`src/rtl/dmem_pkg.sv`:
```
package dmem_pkg;

  typedef enum logic [2:0] {
    ST_IDLE,
    ST_TURN,
    ST_SETUP,
    ST_ACTIVE,
    ST_RECOV
  } dmem_state_e;

  // nanoseconds to whole clock cycles, rounded up
  function automatic int unsigned cyc_of(input int unsigned ns, input int unsigned clk_ns);
    return (ns + clk_ns - 1) / clk_ns;
  endfunction

  function automatic int unsigned at_least_one(input int unsigned c);
    return (c == 0) ? 1 : c;
  endfunction

  function automatic int unsigned pick_max(input int unsigned a, input int unsigned b);
    return (a > b) ? a : b;
  endfunction

  // cycles of a total budget left once `used` cycles are spent
  function automatic int unsigned left_after(input int unsigned total, input int unsigned used);
    return (total > used) ? total - used : 0;
  endfunction

endpackage

```
`src/rtl/dmem_wait_timer.sv`:
```
module dmem_wait_timer #(
  parameter int unsigned CNT_W = 4
) (
  input  logic             clk,
  input  logic             rst_n,
  input  logic             load,
  input  logic [CNT_W-1:0] len,
  output logic             done
);
  localparam logic [CNT_W-1:0] ONE = {{(CNT_W-1){1'b0}}, 1'b1};

  logic [CNT_W-1:0] cnt_q;

  always_ff @(posedge clk or negedge rst_n) begin
    if (!rst_n)              cnt_q <= '0;
    else if (load)           cnt_q <= len - ONE;
    else if (cnt_q != '0)    cnt_q <= cnt_q - ONE;
  end

  assign done = (cnt_q == '0);
endmodule

```
`src/rtl/dmem_strobe_gen.sv`:
```
module dmem_strobe_gen
  import dmem_pkg::*;
#(
  parameter int unsigned LANES = 4
) (
  input  dmem_state_e      state,
  input  logic             is_flash,
  input  logic             is_write,
  input  logic [LANES-1:0] be,
  output logic             sram_cs_n,
  output logic             flash_cs_n,
  output logic             oe_n,
  output logic [LANES-1:0] sram_we_n,
  output logic [LANES-1:0] flash_we_n,
  output logic             dq_oe
);
  logic selected;
  logic pulse;

  assign selected   = (state == ST_SETUP) || (state == ST_ACTIVE);
  assign pulse      = (state == ST_ACTIVE) && is_write;
  assign sram_cs_n  = !(selected && !is_flash);
  assign flash_cs_n = !(selected && is_flash);
  assign oe_n       = !((state == ST_ACTIVE) && !is_write);
  assign dq_oe      = is_write && (selected || (state == ST_RECOV));

  for (genvar g = 0; g < LANES; g++) begin : g_lane
    assign sram_we_n[g]  = !(pulse && !is_flash && be[g]);
    assign flash_we_n[g] = !(pulse && is_flash && be[g]);
  end
endmodule

```
`src/rtl/dmem_bus_ctrl.sv`:
```
module dmem_bus_ctrl
  import dmem_pkg::*;
#(
  parameter int unsigned CLK_NS     = 10,
  parameter int unsigned ADDR_W     = 19,
  parameter int unsigned DATA_W     = 32,
  parameter int unsigned SR_ACC_NS  = 25,
  parameter int unsigned SR_AS_NS   = 3,
  parameter int unsigned SR_WP_NS   = 20,
  parameter int unsigned SR_DW_NS   = 15,
  parameter int unsigned SR_WC_NS   = 25,
  parameter int unsigned SR_OFF_NS  = 12,
  parameter int unsigned FL_ACC_NS  = 90,
  parameter int unsigned FL_OE_NS   = 35,
  parameter int unsigned FL_AS_NS   = 0,
  parameter int unsigned FL_WP_NS   = 45,
  parameter int unsigned FL_AH_NS   = 45,
  parameter int unsigned FL_WPH_NS  = 20,
  parameter int unsigned FL_WC_NS   = 90,
  parameter int unsigned FL_OFF_NS  = 20
) (
  input  logic                  clk,
  input  logic                  rst_n,
  input  logic                  req_valid,
  output logic                  req_ready,
  input  logic                  req_write,
  input  logic                  req_flash,
  input  logic [DATA_W/8-1:0]   req_be,
  input  logic [ADDR_W-1:0]     req_addr,
  input  logic [DATA_W-1:0]     req_wdata,
  output logic                  rsp_valid,
  output logic [DATA_W-1:0]     rsp_rdata,
  output logic [ADDR_W-1:0]     mem_addr,
  output logic [DATA_W-1:0]     mem_dq_out,
  output logic                  mem_dq_oe,
  input  logic [DATA_W-1:0]     mem_dq_in,
  output logic                  sram_cs_n,
  output logic                  flash_cs_n,
  output logic                  mem_oe_n,
  output logic [DATA_W/8-1:0]   sram_we_n,
  output logic [DATA_W/8-1:0]   flash_we_n
);
  localparam int unsigned LANES = DATA_W / 8;

  // phase lengths in cycles
  localparam int unsigned SR_SETUP  = at_least_one(cyc_of(SR_AS_NS, CLK_NS));
  localparam int unsigned SR_RD_ACT = at_least_one(left_after(cyc_of(SR_ACC_NS, CLK_NS), SR_SETUP));
  localparam int unsigned SR_RD_REC = at_least_one(cyc_of(SR_OFF_NS, CLK_NS));
  localparam int unsigned SR_WR_ACT = at_least_one(pick_max(cyc_of(SR_WP_NS, CLK_NS),
                                                            cyc_of(SR_DW_NS, CLK_NS)));
  localparam int unsigned SR_WR_REC = at_least_one(left_after(cyc_of(SR_WC_NS, CLK_NS),
                                                              SR_SETUP + SR_WR_ACT));
  localparam int unsigned FL_SETUP  = at_least_one(cyc_of(FL_AS_NS, CLK_NS));
  localparam int unsigned FL_RD_ACT = at_least_one(pick_max(cyc_of(FL_OE_NS, CLK_NS),
                                        left_after(cyc_of(FL_ACC_NS, CLK_NS), FL_SETUP)));
  localparam int unsigned FL_RD_REC = at_least_one(cyc_of(FL_OFF_NS, CLK_NS));
  localparam int unsigned FL_WR_ACT = at_least_one(pick_max(cyc_of(FL_WP_NS, CLK_NS),
                                                            cyc_of(FL_AH_NS, CLK_NS)));
  localparam int unsigned FL_WR_REC = at_least_one(pick_max(cyc_of(FL_WPH_NS, CLK_NS),
                                        left_after(cyc_of(FL_WC_NS, CLK_NS), FL_SETUP + FL_WR_ACT)));

  localparam int unsigned MAX_LEN = pick_max(pick_max(pick_max(SR_SETUP, SR_RD_ACT),
                                             pick_max(SR_RD_REC, SR_WR_ACT)),
                                    pick_max(pick_max(pick_max(SR_WR_REC, FL_SETUP),
                                             pick_max(FL_RD_ACT, FL_RD_REC)),
                                             pick_max(FL_WR_ACT, FL_WR_REC)));
  localparam int unsigned CNT_W = $clog2(MAX_LEN + 1);

  localparam logic [CNT_W-1:0] L_ONE       = {{(CNT_W-1){1'b0}}, 1'b1};
  localparam logic [CNT_W-1:0] L_SR_SETUP  = SR_SETUP[CNT_W-1:0];
  localparam logic [CNT_W-1:0] L_SR_RD_ACT = SR_RD_ACT[CNT_W-1:0];
  localparam logic [CNT_W-1:0] L_SR_RD_REC = SR_RD_REC[CNT_W-1:0];
  localparam logic [CNT_W-1:0] L_SR_WR_ACT = SR_WR_ACT[CNT_W-1:0];
  localparam logic [CNT_W-1:0] L_SR_WR_REC = SR_WR_REC[CNT_W-1:0];
  localparam logic [CNT_W-1:0] L_FL_SETUP  = FL_SETUP[CNT_W-1:0];
  localparam logic [CNT_W-1:0] L_FL_RD_ACT = FL_RD_ACT[CNT_W-1:0];
  localparam logic [CNT_W-1:0] L_FL_RD_REC = FL_RD_REC[CNT_W-1:0];
  localparam logic [CNT_W-1:0] L_FL_WR_ACT = FL_WR_ACT[CNT_W-1:0];
  localparam logic [CNT_W-1:0] L_FL_WR_REC = FL_WR_REC[CNT_W-1:0];

  dmem_state_e          st_q, st_nx;
  logic                 cur_flash, cur_write, last_rd_q;
  logic [LANES-1:0]     cur_be;
  logic [ADDR_W-1:0]    cur_addr;
  logic [DATA_W-1:0]    cur_wdata;
  logic                 tm_load, tm_done;
  logic [CNT_W-1:0]     tm_len;
  logic [CNT_W-1:0]     setup_len, act_len, rec_len;

  // named events
  logic accept, active_end;
  assign req_ready  = (st_q == ST_IDLE);
  assign accept     = req_valid && req_ready;
  assign active_end = (st_q == ST_ACTIVE) && tm_done;

  always_comb begin
    setup_len = cur_flash ? L_FL_SETUP : L_SR_SETUP;
    unique case ({cur_flash, cur_write})
      2'b00:   begin act_len = L_SR_RD_ACT; rec_len = L_SR_RD_REC; end
      2'b01:   begin act_len = L_SR_WR_ACT; rec_len = L_SR_WR_REC; end
      2'b10:   begin act_len = L_FL_RD_ACT; rec_len = L_FL_RD_REC; end
      default: begin act_len = L_FL_WR_ACT; rec_len = L_FL_WR_REC; end
    endcase
  end

  always_comb begin
    st_nx   = st_q;
    tm_load = 1'b0;
    tm_len  = L_ONE;
    unique case (st_q)
      ST_IDLE: if (req_valid) begin
        tm_load = 1'b1;
        if (req_write && last_rd_q) begin
          st_nx  = ST_TURN;
          tm_len = L_ONE;
        end else begin
          st_nx  = ST_SETUP;
          tm_len = req_flash ? L_FL_SETUP : L_SR_SETUP;
        end
      end
      ST_TURN:   if (tm_done) begin st_nx = ST_SETUP;  tm_load = 1'b1; tm_len = setup_len; end
      ST_SETUP:  if (tm_done) begin st_nx = ST_ACTIVE; tm_load = 1'b1; tm_len = act_len;   end
      ST_ACTIVE: if (tm_done) begin st_nx = ST_RECOV;  tm_load = 1'b1; tm_len = rec_len;   end
      ST_RECOV:  if (tm_done) st_nx = ST_IDLE;
      default:   st_nx = ST_IDLE;
    endcase
  end

  always_ff @(posedge clk or negedge rst_n) begin
    if (!rst_n) begin
      st_q      <= ST_IDLE;
      cur_flash <= 1'b0;
      cur_write <= 1'b0;
      cur_be    <= '0;
      cur_addr  <= '0;
      cur_wdata <= '0;
      last_rd_q <= 1'b0;
      rsp_valid <= 1'b0;
      rsp_rdata <= '0;
    end else begin
      st_q      <= st_nx;
      rsp_valid <= active_end;
      if (accept) begin
        cur_flash <= req_flash;
        cur_write <= req_write;
        cur_be    <= req_be;
        cur_addr  <= req_addr;
        cur_wdata <= req_wdata;
      end
      if (active_end) begin
        last_rd_q <= !cur_write;
        if (!cur_write) rsp_rdata <= mem_dq_in;
      end
    end
  end

  dmem_wait_timer #(.CNT_W(CNT_W)) u_timer (
    .clk   (clk),
    .rst_n (rst_n),
    .load  (tm_load),
    .len   (tm_len),
    .done  (tm_done)
  );

  dmem_strobe_gen #(.LANES(LANES)) u_strobe (
    .state      (st_q),
    .is_flash   (cur_flash),
    .is_write   (cur_write),
    .be         (cur_be),
    .sram_cs_n  (sram_cs_n),
    .flash_cs_n (flash_cs_n),
    .oe_n       (mem_oe_n),
    .sram_we_n  (sram_we_n),
    .flash_we_n (flash_we_n),
    .dq_oe      (mem_dq_oe)
  );

  assign mem_addr   = cur_addr;
  assign mem_dq_out = cur_wdata;
endmodule

```
`config.mk`:
```
export PLATFORM = sky130hd
export DESIGN_NAME = dmem_bus_ctrl
export DESIGN_NICKNAME = d
export VERILOG_FILES = /design/src/rtl/dmem_pkg.sv /design/src/rtl/dmem_wait_timer.sv /design/src/rtl/dmem_strobe_gen.sv /design/src/rtl/dmem_bus_ctrl.sv
export SDC_FILE = /design/constraint.sdc
export NUM_CORES = 1
export LEC_CHECK = 0
export BUFFER_PORTS_ARGS = -buffer_cell sky130_fd_sc_hd__buf_2
export CORE_ASPECT_RATIO = 0.75
export CORE_UTILIZATION = 25
export CTS_BUF_LIST = sky130_fd_sc_hd__clkbuf_4 sky130_fd_sc_hd__clkbuf_8
export DETAILED_ROUTE_END_ITERATION = 8
export HOLD_SLACK_MARGIN = 0.03
export PLACE_DENSITY = 0.55
export SYNTH_ARGS = -nofsm -noshare
export SYNTH_HDL_FRONTEND = slang
export SYNTH_SLANG_ARGS = --single-unit
```
`constraint.sdc`:
```
create_clock -name clk -period 2 [get_ports clk]
set_input_delay 0.3 -clock clk [delete_from_list [all_inputs] [get_ports clk]]
set_output_delay 0.3 -clock clk [all_outputs]
set_load 0.1 [all_outputs]
```
==> out/results.tsv <==
metric	value	unit
# H-tree levels	3	
Hold Fails Final Rpt	0	
Mapped Area	0.00397	mm²
final setup fails	0	
Mean Syn Cell Area	10.4	µm²
sequential area share after synthesis	61.8	%
die extent in y	111	µm
vias in the first global route	3361	
layout cells sized above 1	46.5	%
clk_lat worst skew	0.37	ns
post-synthesis cell type count	36	
CP Capture Type	output port	
CP startpoint kind	flop	
cts bufs inserted	9	
Filler cells	1555	
met3 Use GR	4.28	%
slew margin rel.	65.7	%
WP data arrival	1.63	ns
Final Instance Area	0.00564	mm²
Final ANT Viol Nets	0	
Reg clk slew, reported paths	0.09	ns
GRT Overall Usage	12.6	%
Slew Viols, Final	0	
DIE AREA	0.0164	mm²
met1 Use GR	16.0	%
clk buf depth	2	
Die W	148	µm
largest net degree at the start of global routing	49	
largest area contributor in the netlist	dfrtp_1	
RSZ-0062 raised after global routing	yes	
Req. time, crit path	1.70	ns
HPWL Detailed	7320	µm
syn nets	475	
Max FO, Critical Path	4	
Hold WC Path Type	in -> reg	
Synth top area share	61.8	%
io pins	189	
initial antenna violation count	0	
first-pass GRT wire length	16100	µm
number of max-cap violations	0	
gpl congestion	0.792	
row cnt	39	
Max Fclk	519	MHz
Iter 0 DRT Violations	150	
crit share post-route	96.3	%
most used routing layer	met2	
n_diodes	0	
CTS root buf	clkbuf_8	
Tightest Pin Transition	0.518	ns
area post-placement	0.00532	mm²
register area	0.00245	mm²
Layout Skew	0.00706	ns
WL per Instance	12.5	µm
area taken by multi-input logic gates	0.00144	mm²
DRC viols	0	
outcome	completed	
met2 Resource Use GR	19.6	%
post-layout minimum cycle time	1.93	ns
Vias	3310	
area grow syn2layout	42.0	%
core region area	0.0154	mm²
CTS tree	done	
top post-synthesis cells by area	dfrtp_1 62%, nand2_1 18%, mux2_2 9.1%	
Setup WS pre-CTS	0.222	ns
Sink Count	98	
Post-Route WL	9820	µm
Setup WS post-layout	0.0745	ns
Cells after Synth	383	
Setup CP Type	reg -> out	
gr ovfl total	0	
NumNets Final	671	
Synth warnings	0	
Seq cells post-synth	98	
via/cell ratio	4.20	
Initial Util	25.8	%
drt pass-1 iters	4	
port bufs	188	
==> final timing paths <==
kind,start,to,slack (ns),depth (start not counted)
worst max-delay path,st_q[2]$_DFFE_PN0P_,sram_we_n[3],0.07,6
worst min-delay path,req_addr[1],mem_addr[1]$_DFFE_PN0P_,0.11,3
worst max register to register,st_q[1]$_DFFE_PN0P_,rsp_rdata[0]$_DFFE_PN0P_,0.20,5
min in group asynchronous,rst_n,mem_addr[5]$_DFFE_PN0P_,0.38,2
worst min register to register,mem_addr[17]$_DFFE_PN0P_,mem_addr[17]$_DFFE_PN0P_,0.48,2
max in group asynchronous,rst_n,rsp_rdata[24]$_DFFE_PN0P_,1.05,3
==> cell usage in the layout, fill, tap and decap left out, types with 2 or more instances in the layout <==
| cell | netlist | layout |
|---|---|---|
| buf_4 | 2 | 18 |
| nand3_1 | 3 | 3 |
| mux2_2 | 32 | 32 |
| clkinvlp_4 | 0 | 2 |
| buf_2 | 12 | 174 |
| nand2_2 | 0 | 2 |
| bufinv_16 | 0 | 2 |
| o21ai_0 | 4 | 4 |
| nor2_1 | 4 | 2 |
| a21oi_1 | 3 | 3 |
| nand2b_1 | 2 | 2 |
| dfrtp_1 | 98 | 97 |
| a211oi_1 | 3 | 3 |
| nand2_1 | 186 | 184 |
| buf_6 | 1 | 3 |
| buf_12 | 0 | 11 |
| clkbuf_8 | 0 | 9 |
| a41oi_1 | 2 | 2 |
==> cells in the mapped netlist, drive strengths merged <==
master	count
a211o	1
a211oi	4
a21boi	1
a21oi	3
a221oi	1
a41oi	2
and2	1
and2b	1
buf	15
clkbuf	7
dfrtp	98
inv	2
mux2	32
mux2i	1
nand2	186
nand2b	2
nand3	3
nand3b	1
nand4	1
nor2	4
nor3	2
nor3b	1
nor4	1
nor4b	1
o2111a	1
o211a	1
o21a	1
o21ai	4
o21ba	1
or2	1
or3b	1
or4b	1
xnor2	1
==> sequential cells by signal, indices dropped and copies added, names as in the netlist <==
name	cells
mem_dq_out	32
cur_write	1
st_q	3
rsp_valid	1
cur_be	4
mem_addr	19
last_rd_q	1
u_timer.cnt_q	4
cur_flash	1
rsp_rdata	32
==> per-stage QoR <==
| stage | hold WS [ns] | TNS, ns | util, % | cells |
|---|---|---|---|---|
| floorplan | 0.00441 | -0.366 | - | 383 |
| global placement | 0.223 | 0 | 34.6 | 768 |
| detailed placement | 0.230 | 0 | 34.6 | 768 |
| CTS | 0.0708 | -0.0120 | 36.5 | 787 |
| global route | 0.0858 | -0.0347 | 36.7 | 788 |
| finish | 0.113 | 0 | 36.7 | 788 |
==> layer usage <==
| metal | vias to the layer above | part of all wire [%] |
|---|---|---|
| met3 | 10 | 7.9 |
| met5 | - | 0 |
| met1 | 1544 | 46 |
| met2 | 144 | 45 |
| li1 | 1612 | - |
| met4 | 0 | 1.3 |
==> kinds of logic (layout without fill, tap and decap cells) <==
group | count (synthesis) | in the layout | share of synthesized area (%)
buffers and inverters | 24 | 224 | 3.03
AOI/OAI and AO/OA | 20 | 20 | 4.00
DFF | 98 | 98 | 61.8
muxes | 33 | 33 | 9.33
xor gates and xnor gates | 1 | 1 | 0.221
and+or+nand+nor | 207 | 207 | 21.7
==> critical path: stages, from the launching register on <==
cell,delay (ns)
dfrtp_1,0.38
and2b_2,0.25
nand2_2,0.07
nor3_2,0.14
buf_4,0.16
nand2_1,0.07
buf_6,0.19
==> what timing repair did <==
item / CTS / global route
setup endpoints to repair: 10 / 9
hold buffers: 1 / 0
setup buffers: 3 / 1
pin swaps: 1 / 1
endpoints found under the hold margin: 21 / 0
resized for setup: 17 / 1
==> cell type report <==
type / instances / share of cell area (%)
clock inverter: 5 / 1.42
timing repair buffer: 207 / 22.5
clock buffer: 10 / 2.33
multi-input combinational: 261 / 25.5
sequential: 98 / 43.5
inverter: 2 / 0.133
tap: 205 / 4.55
Power is left out: the tool's default activity adds up to more than one toggle a clock period on the data nets, which glitch-free logic cannot reach.
